### src/rtl/bank_decoder.sv
`timescale 1ns/1ps
module bank_decoder #(
  parameter int BANK_W  = 3,
  parameter int NDEV    = 8,
  parameter int DEV_LSB = 4,
  parameter logic [3:0] IO_NIB = 4'hA
) (
  input  logic              clk,
  input  logic              rst_n,
  input  logic              phi2,
  input  logic [15:0]       addr,
  input  logic              bank_we,
  input  logic [BANK_W-1:0] bank_din,
  output logic              ram_sel_n,
  output logic              rom_sel_n,
  output logic              io_sel_n,
  output logic              ram_a13,
  output logic              ram_a14,
  output logic [NDEV-1:0]   dev_sel,
  output logic [DEV_LSB-1:0] dev_off,
  output logic [BANK_W-1:0] bank_q
);

  logic [3:0]      top_nib;
  logic            in_io, in_rom, in_ram, single;
  logic [NDEV-1:0] dev_bits;

  assign top_nib = addr[15:12];
  assign in_io   = (top_nib == IO_NIB);
  assign in_rom  = (top_nib > IO_NIB);
  assign in_ram  = !in_io && !in_rom;

  assign ram_sel_n = !(phi2 && in_ram);
  assign rom_sel_n = !in_rom;
  assign io_sel_n  = !in_io;

  always_ff @(posedge clk or negedge rst_n)
    if (!rst_n)       bank_q <= '0;
    else if (bank_we) bank_q <= bank_din;

  assign ram_a13 = addr[15] ? bank_q[0] : addr[13];
  assign ram_a14 = addr[15] ? bank_q[1] : addr[14];

  assign dev_bits = addr[DEV_LSB +: NDEV];
  assign single   = (dev_bits != '0) && ((dev_bits & (dev_bits - 1'b1)) == '0);
  assign dev_sel  = (in_io && single) ? dev_bits : '0;
  assign dev_off  = addr[DEV_LSB-1:0];

  p_ram_gate_r1: assert property (@(posedge clk) disable iff (!rst_n)
    !ram_sel_n |-> (phi2 && addr < 16'hA000));
  p_rom_r2: assert property (@(posedge clk) disable iff (!rst_n)
    (addr >= 16'hB000) |-> !rom_sel_n);
  p_io_r3: assert property (@(posedge clk) disable iff (!rst_n)
    (addr[15:12] == 4'hA) |-> (!io_sel_n && rom_sel_n && ram_sel_n));
  p_one_region_r4: assert property (@(posedge clk) disable iff (!rst_n)
    $countones({~ram_sel_n, ~rom_sel_n, ~io_sel_n}) <= 1);
  p_window_r5: assert property (@(posedge clk) disable iff (!rst_n)
    (addr[15:13] == 3'b100) |-> (ram_a13 == bank_q[0]));
  p_window_r6: assert property (@(posedge clk) disable iff (!rst_n)
    (addr[15:13] == 3'b100) |-> (ram_a14 == bank_q[1]));
  p_dev_in_io_r7: assert property (@(posedge clk) disable iff (!rst_n)
    (dev_sel != '0) |-> !io_sel_n);
  p_dev_onehot_r8: assert property (@(posedge clk) disable iff (!rst_n)
    $onehot0(dev_sel));
  p_bank_load_r10: assert property (@(posedge clk) disable iff (!rst_n)
    bank_we |=> (bank_q == $past(bank_din)));
  p_bank_hold_r10: assert property (@(posedge clk) disable iff (!rst_n)
    !bank_we |=> $stable(bank_q));

endmodule

### config.mk
export PLATFORM = sky130hd
export DESIGN_NAME = bank_decoder
export DESIGN_NICKNAME = d
export VERILOG_FILES = /design/src/rtl/bank_decoder.sv
export SDC_FILE = /design/constraint.sdc
export NUM_CORES = 1
export LEC_CHECK = 0
export ABC_AREA = 1
export CORE_MARGIN = 2
export CORE_UTILIZATION = 25
export CTS_BUF_LIST = sky130_fd_sc_hd__clkbuf_16
export CTS_CLUSTER_SIZE = 8
export DETAILED_ROUTE_END_ITERATION = 10
export GPL_ROUTABILITY_DRIVEN = 1
export PLACE_DENSITY = 0.75
export RECOVER_POWER = 50
export SLEW_MARGIN = 10
export SYNTH_ARGS = -nofsm -noshare
export SYNTH_HDL_FRONTEND = slang
export SYNTH_SLANG_ARGS = --single-unit
### constraint.sdc
create_clock -name clk -period 1.2 [get_ports clk]
set_clock_uncertainty 0.2 [all_clocks]
set_input_delay 0.24 -clock clk [delete_from_list [all_inputs] [get_ports clk]]
set_output_delay 0.24 -clock clk [all_outputs]
set_load 0.01 [all_outputs]
# Yosys cells after proc, flatten, opt, wreduce, memory -nomap -nowiden
# Index checks and enable logic that the tools add are counted.
classes:
  n_addsub: 1
  order_cmp: 1
  n_eq_ne: 1
  mux: 3
  n_bitwise: 1
  reduce_logical: 9
op_table:
  columns: ["cell", "n"]
  rows:
  - ["AND 8 bit", 1]
  - ["logical NOT 8 bit", 1]
  - ["2-to-1 mux 8 bit", 1]
  - ["nonzero test 8 bit", 1]
  - ["subtractor 8 x 1 -> 8 bit, second input constant", 1]
  - ["equality test 4 bit, second input constant", 1]
  - ["greater-than comparator 4 bit, second input constant", 1]
  - ["logical AND 1 bit", 4]
  - ["logical NOT 1 bit", 3]
  - ["2-to-1 mux 1 bit", 2]
word_totals:
  register_bits: 3
  inputBits: 23
  output_inout_bits: 20

# Depth between registers and ports, before layout
# Gate-level depths: netlist of run 1.
depth:
  word_depth: 6
  ltp_mapped: 8

# Worst setup path after synthesis of run 1
# Ideal clock, no wire load.
synth_timing:
  path_type: "input -> output"
  from: "in addr[8]"
  to: "out dev_sel[0]"
  arrival_ps: 935
  slack_ps: -175
  path_stages: 7
  n_path_buf: 0
  cell_sequence: "nor2_1 > nand3_1 > nand2_1 > inv_1 > nor2_1 > nand2_4 > nor2_2"
synth_via:
  elab_chain_cells: 6
synth_rtl:
  columns: ["item", "line", "source"]
  rows:
  - ["start, declared", "11", "input logic [15:0] addr,"]
  - ["subtractor 8 x 1 -> 8 bit", "45", "assign single = (dev_bits != '0) && ((dev_bits & (dev_bits - 1'b1)) == '0);"]
  - ["AND 8 bit", "45", null]
  - ["logical NOT 8 bit", "45", null]
  - ["logical AND 1 bit (*)", "45", null]
  - ["logical AND 1 bit (*)", "46", "assign dev_sel = (in_io && single) ? dev_bits : '0;"]
  - ["2-to-1 mux 8 bit (*)", "46", null]
  - ["end, declared", "19", "output logic [NDEV-1:0] dev_sel,"]
# Mark *: on every way between the ends. The rest lies on a longest branch, timed or not.

# Worst setup path in the final report of run 1
layout_timing:
  from: "in addr[5]"
  to: "out dev_sel[1]"
layout_via:
  elab_chain_cells: 6
layout_rtl:
  columns: ["item", "line"]
  rows:
  - ["subtractor 8 x 1 -> 8 bit", "45"]
  - ["AND 8 bit", "45"]
  - ["logical NOT 8 bit", "45"]
  - ["logical AND 1 bit", "45"]
  - ["logical AND 1 bit", "46"]
  - ["2-to-1 mux 8 bit (*)", "46"]
# Marks and branches as above.

==> impl_metrics.csv, run 1 <==
group,metric,value,unit
detailed_routing,first_pass_iters,4,
detailed_routing,antenna_left,0,
cells_and_area,antenna-diode-count,0,
synthesis,syn-num-nets,91,
sta,finalHoldViolCount,0,
run_status,violations,"negative setup slack",
synthesis,synth.distinct_cells,15,
run_status,status,"finished, violations left",
cells_and_area,layout-drive-gt1-share,0.6724,
sta,period_minus_slack,1.672,ns
synthesis,synthTopCellsByCount,"14 x inv_1, 13 x nand2_1, 8 x nor2_1, 8 x nor2_2",
cells_and_area,nets,140,
global_route,antenna_found_initial,0,
detailed_routing,num_vias,559,
worst_setup_path,cp-start-kind,"input port",
synthesis,synth.cell_area,411.6,um2
cts,insertion_delay,0.22,ns
sta,tns,-3.956,ns
die,fp.dieH,44.58,um
cts,clock-root-buffer,"clkbuf_16",
die,core-area,0.001524,mm2
cts,tritoncts,"yes",
cts,cts.sinks,3,
worst_setup_path,crit_arrival,1.23,ns
global_route,overflow,0,
synthesis,yosys.cell_count.top_type,"inv_1",
global_route,grt_pass1_wl,2.442,mm
cells_and_area,top_regs,"bank_q (3)",
synthesis,synth_top_cell_area_share,0.1824,
worst_setup_path,cp_max_fo,7,
worst_setup_path,crit_path_end_kind,"primary output",
global_route,grt_max_degree,8,
detailed_routing,wl,1.392,mm
detailed_routing,viasPerCell,4.235,
global_route,grt_pass1_vias,573,
pwr,p_per_area,910.7,mW/mm2
cts,h-tree-depth,1,
sta,final_max_slew_viol_count,0,
pwr,p_leak,0.5198,nW
sta,finalCritPeriodShare,1.393,
pwr,finalPower,0.0008785,W
detailed_routing,wire_per_inst,10.55,um
synthesis,yosysTopAreaCell,"dfrtp_1",
placement,place_inst,121,
flow_run,drv_cap,0,
cells_and_area,syn_to_final_growth,134.3,%
die,start_util,0.2701,
die,ioPinCount,43,
min_path,hold_path.class,"input port to asynchronous set/reset pin",
cts,clockBufferDepth,2,
cts,cts_buffers,3,
pwr,irDropWorstVdd,0.001232,V
placement,gp_congestion,0.6811,
placement,hpwl,970.4,um
sta,maxSlewHeadroom,0.8757,
die,rows,14,
global_route,track_usage,0.1721,
worst_setup_path,path_class,"input port to primary output",
cells_and_area,largest_register_ff_count,3,
die,die_x,44.58,um
cells_and_area,instances_no_fill,132,
placement,port_buffers,34,
sta,finalSetupViolCount,12,
synthesis,ys_seq_area_frac,0.1824,
synthesis,synth_cells,68,
synthesis,ys.flop_type,"dfrtp_1",
sta,worst_pin_slew,0.1845,ns
detailed_routing,drc,0,
sta,max_freq,0.5982,GHz
synthesis,synth-edff-count,0,
sta,setup_ws,-0.4718,ns
sta,rsz0062_at_grt,"true",
synthesis,ys.warnings.count,0,
cts,clk_pin_slew,0.03,ns
die,dieArea,0.001987,mm2
synthesis,synth-seq-cells,3,
synthesis,ys_top_cells_by_area,"dfrtp_1 18%, inv_1 13%, nor2_2 12%",
synthesis,syn_avg_cell_area,6.054,um2
cells_and_area,regMostFlops,"bank_q",
detailed_routing,drt_iter0_drc,7,
synthesis,async_reset_ff_frac,1.000,
worst_setup_path,cp.required,0.76,ns
==> worst paths after layout <==
kind                            slack [ns]  startpoint         end  cells past startpoint
max in group asynchronous             0.58       rst_n   bank_q[0]                      1
min in group clk                      0.28     addr[1]  dev_off[1]                      0
worst min-delay path                  0.07       rst_n   bank_q[1]                      1
worst max register to register        0.13   bank_q[0]   bank_q[0]                      4
worst min register to register        0.29   bank_q[2]   bank_q[2]                      1
worst max-delay path                 -0.47     addr[5]  dev_sel[1]                     10
==> report_power, final <==
part	switching (W)	internal, W
Sequential	0.00000507	0.000111
Combinational	0.000109	0.000137
Clock	0.0000861	0.000429
Total	0.000201	0.000678
==> cell usage in the layout (no fill, tap or decap), drive strengths merged <==
cell type and count:
buf 38, nor2 19, nand2 17, inv 16
clkdlybuf4s50 4, o21ai 4, clkbuf 4, dfrtp 3
clkdlybuf4s15 3, nand3 2, a21oi 2, or2 1
mux2 1, dlygate4sd2 1, dlygate4sd3 1
==> logic make-up after synthesis <==
group | share of synthesized area
buffers and inverters | 0.2097
flip-flops | 0.1824
multiplexers | 0.02735
AND/OR/NAND/NOR | 0.5076
AO/OA/AOI/OAI | 0.07295
==> stage by stage <==
stage / worst slack [ns] / hold WS, ns / cell area (um2) / utilization
after floorplan: -0.1364 / -0.2556 / 414.1 / -
after global placement: -1.193 / 0.2335 / 797.0 / 0.5230
after detailed placement: -1.214 / 0.2358 / 797.0 / 0.5230
after CTS: -0.4741 / 0.009644 / 910.9 / 0.5977
after global routing: -0.5539 / 0.09540 / 964.7 / 0.6330
final: -0.4718 / 0.07319 / 964.7 / 0.6330
==> area by class of cell <==
type                    count  area [um2]
clock inverters             1       3.754
well taps                  16       20.02
flip-flops and latches      3       75.07
inverters                  15       56.30
fillers                   131       559.3
multi-input cells          46       322.8
clock buffers               3       75.07
repair buffers             48       411.6
==> per-layer routing <==
metal  up-vias  track usage  wire length, um
met3         2      0.04898               65
met5         -            0                0
met4         0      0.07273               12
met1       249       0.1916              507
li1        294            -                -
met2        14       0.3014              806
==> worst max-delay path: stages <==
cell	delay (ns)
buf_8	0.10
nor2_4	0.11
buf_6	0.11
nand2_2	0.04
nand2_2	0.06
nand2_2	0.06
nor2_4	0.15
nand2_4	0.11
nor2_2	0.11
buf_2	0.13
==> what timing repair did <==
item | 4_1_cts | 5_1_grt
gates cloned | 0 | 0
pin swaps | 23 | 11
buffers inserted | 7 | 1
endpoints found under the hold margin | 0 | 0
gates resized for setup | 135 | 14
hold buffers | 0 | 0
setup endpoints to repair | 16 | 13
No activity file was read; power rests on OpenSTA's default activity.
==> run 2: changes to the inputs <==
TNS_END_PERCENT = 10   (was unset)
==> impl_metrics.csv, run 2 (synthesis results as in run 1) <==
group,metric,value,unit
detailed_routing,drt_iter0_drc,6,
run_status,status,"finished, violations left",
die,start_util,0.2701,
detailed_routing,wl,1.262,mm
cts,h-tree-depth,1,
run_status,violations,"negative setup slack",
detailed_routing,drt-met1-wl,523,um
sta,finalCritPeriodShare,1.320,
min_path,hold_path.class,"input port to asynchronous set/reset pin",
cells_and_area,seqCellArea,75.07,um2
cts,cts_buffers,3,
die,core-area,0.001524,mm2
worst_setup_path,path_class,"input port to primary output",
worst_setup_path,crit_path_end_kind,"primary output",
placement,port_buffers,34,
worst_setup_path,rrSetupSlack,0.26,ns
sta,maxSlewHeadroom,0.8447,
cts,insertion_delay,0.22,ns
worst_setup_path,critPathTopFamily,"simple AND/OR/NAND/NOR gates",
cts,clk_pin_slew,0.03,ns
worst_setup_path,cp-start-kind,"input port",
sta,finalHoldViolCount,0,
cells_and_area,instances_no_fill,127,
cts,clockBufferDepth,2,
cells_and_area,utilization,0.5805,
cells_and_area,top_regs,"bank_q (3)",
die,dieArea,0.001987,mm2
worst_setup_path,worst-path-stages,9,
detailed_routing,first_pass_iters,2,
sta,final_max_slew_viol_count,0,
detailed_routing,wire_per_inst,9.937,um
cells_and_area,antenna-diode-count,0,
worst_setup_path,rr_worst_depth,1,
global_route,overflow,0,
cts,tritoncts,"yes",
placement,gp_congestion,0.7144,
cells_and_area,final_common_cell,"buf_2",
detailed_routing,num_vias,528,
worst_setup_path,cp_max_fo,7,
sta,max_freq,0.6314,GHz
detailed_routing,maxUsedRoutingLayer,"met3",
pwr,p_leak,0.4952,nW
global_route,grt_pass1_vias,500,
die,die_x,44.58,um
detailed_routing,antenna_left,0,
cells_and_area,largest_register_ff_count,3,
cells_and_area,syn_to_final_growth,114.9,%
detailed_routing,dr_wl_met2,673,um
pwr,p_per_area,966.1,mW/mm2
detailed_routing,drc,0,
cts,holdBufCountCts,0,
worst_setup_path,reg2reg_to,"bank_q[2]",
cells_and_area,layout-drive-gt1-share,0.6036,
cells_and_area,nets,135,
placement,place_inst,123,
worst_setup_path,worstReg2RegStart,"bank_q[2]",
cts,cts.sinks,3,
worst_setup_path,cp_num_buf_inv,3,
worst_setup_path,worstPathCellList,"buf_2 -> nor2_4 -> nand3_2 -> nand2_1 -> inv_1 -> nor2_2 -> nand2_4 -> nor2_2 -> buf_2",
cts,clock-root-buffer,"clkbuf_16",
detailed_routing,wl_met3,65,um
sta,rsz0062_at_grt,"true",
global_route,grt_max_degree,8,
global_route,track_usage,0.1359,
die,ioPinCount,43,
cells_and_area,multiInputGateArea,309.0,um2
sta,worst_pin_slew,0.2306,ns
die,rows,14,
cells_and_area,layout_common_cells,"19 x buf_2, 15 x inv_1, 12 x nand2_1",
worst_setup_path,cp.required,0.76,ns
worst_setup_path,slowest_delay,0.13,ns
sta,setup_ws,-0.3838,ns
cells_and_area,nFillCells,141,
sta,period_minus_slack,1.584,ns
sta,finalSetupViolCount,14,
pwr,irDropWorstVdd,0.001245,V
detailed_routing,viasPerCell,4.157,
flow_run,drv_cap,0,
worst_setup_path,crit_slowest_cell,"buf_2",
placement,hpwl,999.6,um
global_route,grt_pass1_wl,2.014,mm
cells_and_area,regMostFlops,"bank_q",
global_route,antenna_found_initial,0,
die,fp.dieH,44.58,um
worst_setup_path,crit_arrival,1.14,ns
-- run 2: cell count changes in the layout (fill, tap and decap cells not counted), sizes merged --
cell / delta
dlygate4sd2: -1
clkbuf: -1
buf: -1
clkdlybuf4s15: -3
dlymetal6s2s: +1
-- run 2: area by class of cell --
cell class	count	share of cell area
sequential	3	0.08487
clock buffer	3	0.08487
timing repair buffer	43	0.3904
multi-input combinational	46	0.3494
inverter	15	0.06365
clock inverter	1	0.004243
tap	16	0.02263
-- run 2: through the flow --
| step | power (W) | setup TNS, ns | hold WS (ns) | area (um2) | worst slack, ns |
|---|---|---|---|---|---|
| floorplan | 0.0001991 | -1.027 | -0.2556 | 414.1 | -0.1364 |
| global placement | 0.0003336 | -14.33 | 0.2356 | 812.0 | -1.191 |
| detailed placement | 0.0003361 | -14.71 | 0.2384 | 812.0 | -1.226 |
| CTS | 0.0008455 | -3.593 | 0.008626 | 832.0 | -0.4185 |
| global route | 0.0008969 | -4.238 | 0.08277 | 884.6 | -0.4673 |
| finish | 0.0008546 | -3.433 | 0.07805 | 884.6 | -0.3838 |
-- run 2: where the power goes --
part / leakage, nW / switching, W / internal [W]
clock: 0.0423 / 0.0000826 / 0.000429
sequential: 0.0360 / 0.00000432 / 0.000111
combinational: 0.417 / 0.000103 / 0.000125
total: 0.495 / 0.000190 / 0.000665
-- run 2: timing repair --
item,in CTS,in global routing
pin swaps,17,4
setup buffers,0,0
gates resized for setup,126,14
endpoints found under the setup margin,16,15
-- run 2: worst max path at each step --
stage / startpoint / slack, ns / endpoint
2_1_floorplan: addr[12] / -0.14 / dev_sel[0]
3_3_place_gp: addr[5] / -1.19 / dev_sel[4]
3_5_place_dp: addr[5] / -1.23 / dev_sel[4]
4_1_cts: addr[4] / -0.42 / dev_sel[4]
5_1_grt: addr[5] / -0.47 / dev_sel[2]
6_report: addr[6] / -0.38 / dev_sel[3]
-- run 2: routing by layer --
metal,track usage,up-vias
li1,-,280
met1,0.1736,236
met2,0.2203,12
met3,0.02857,0
met4,0.05455,0
met5,0,-
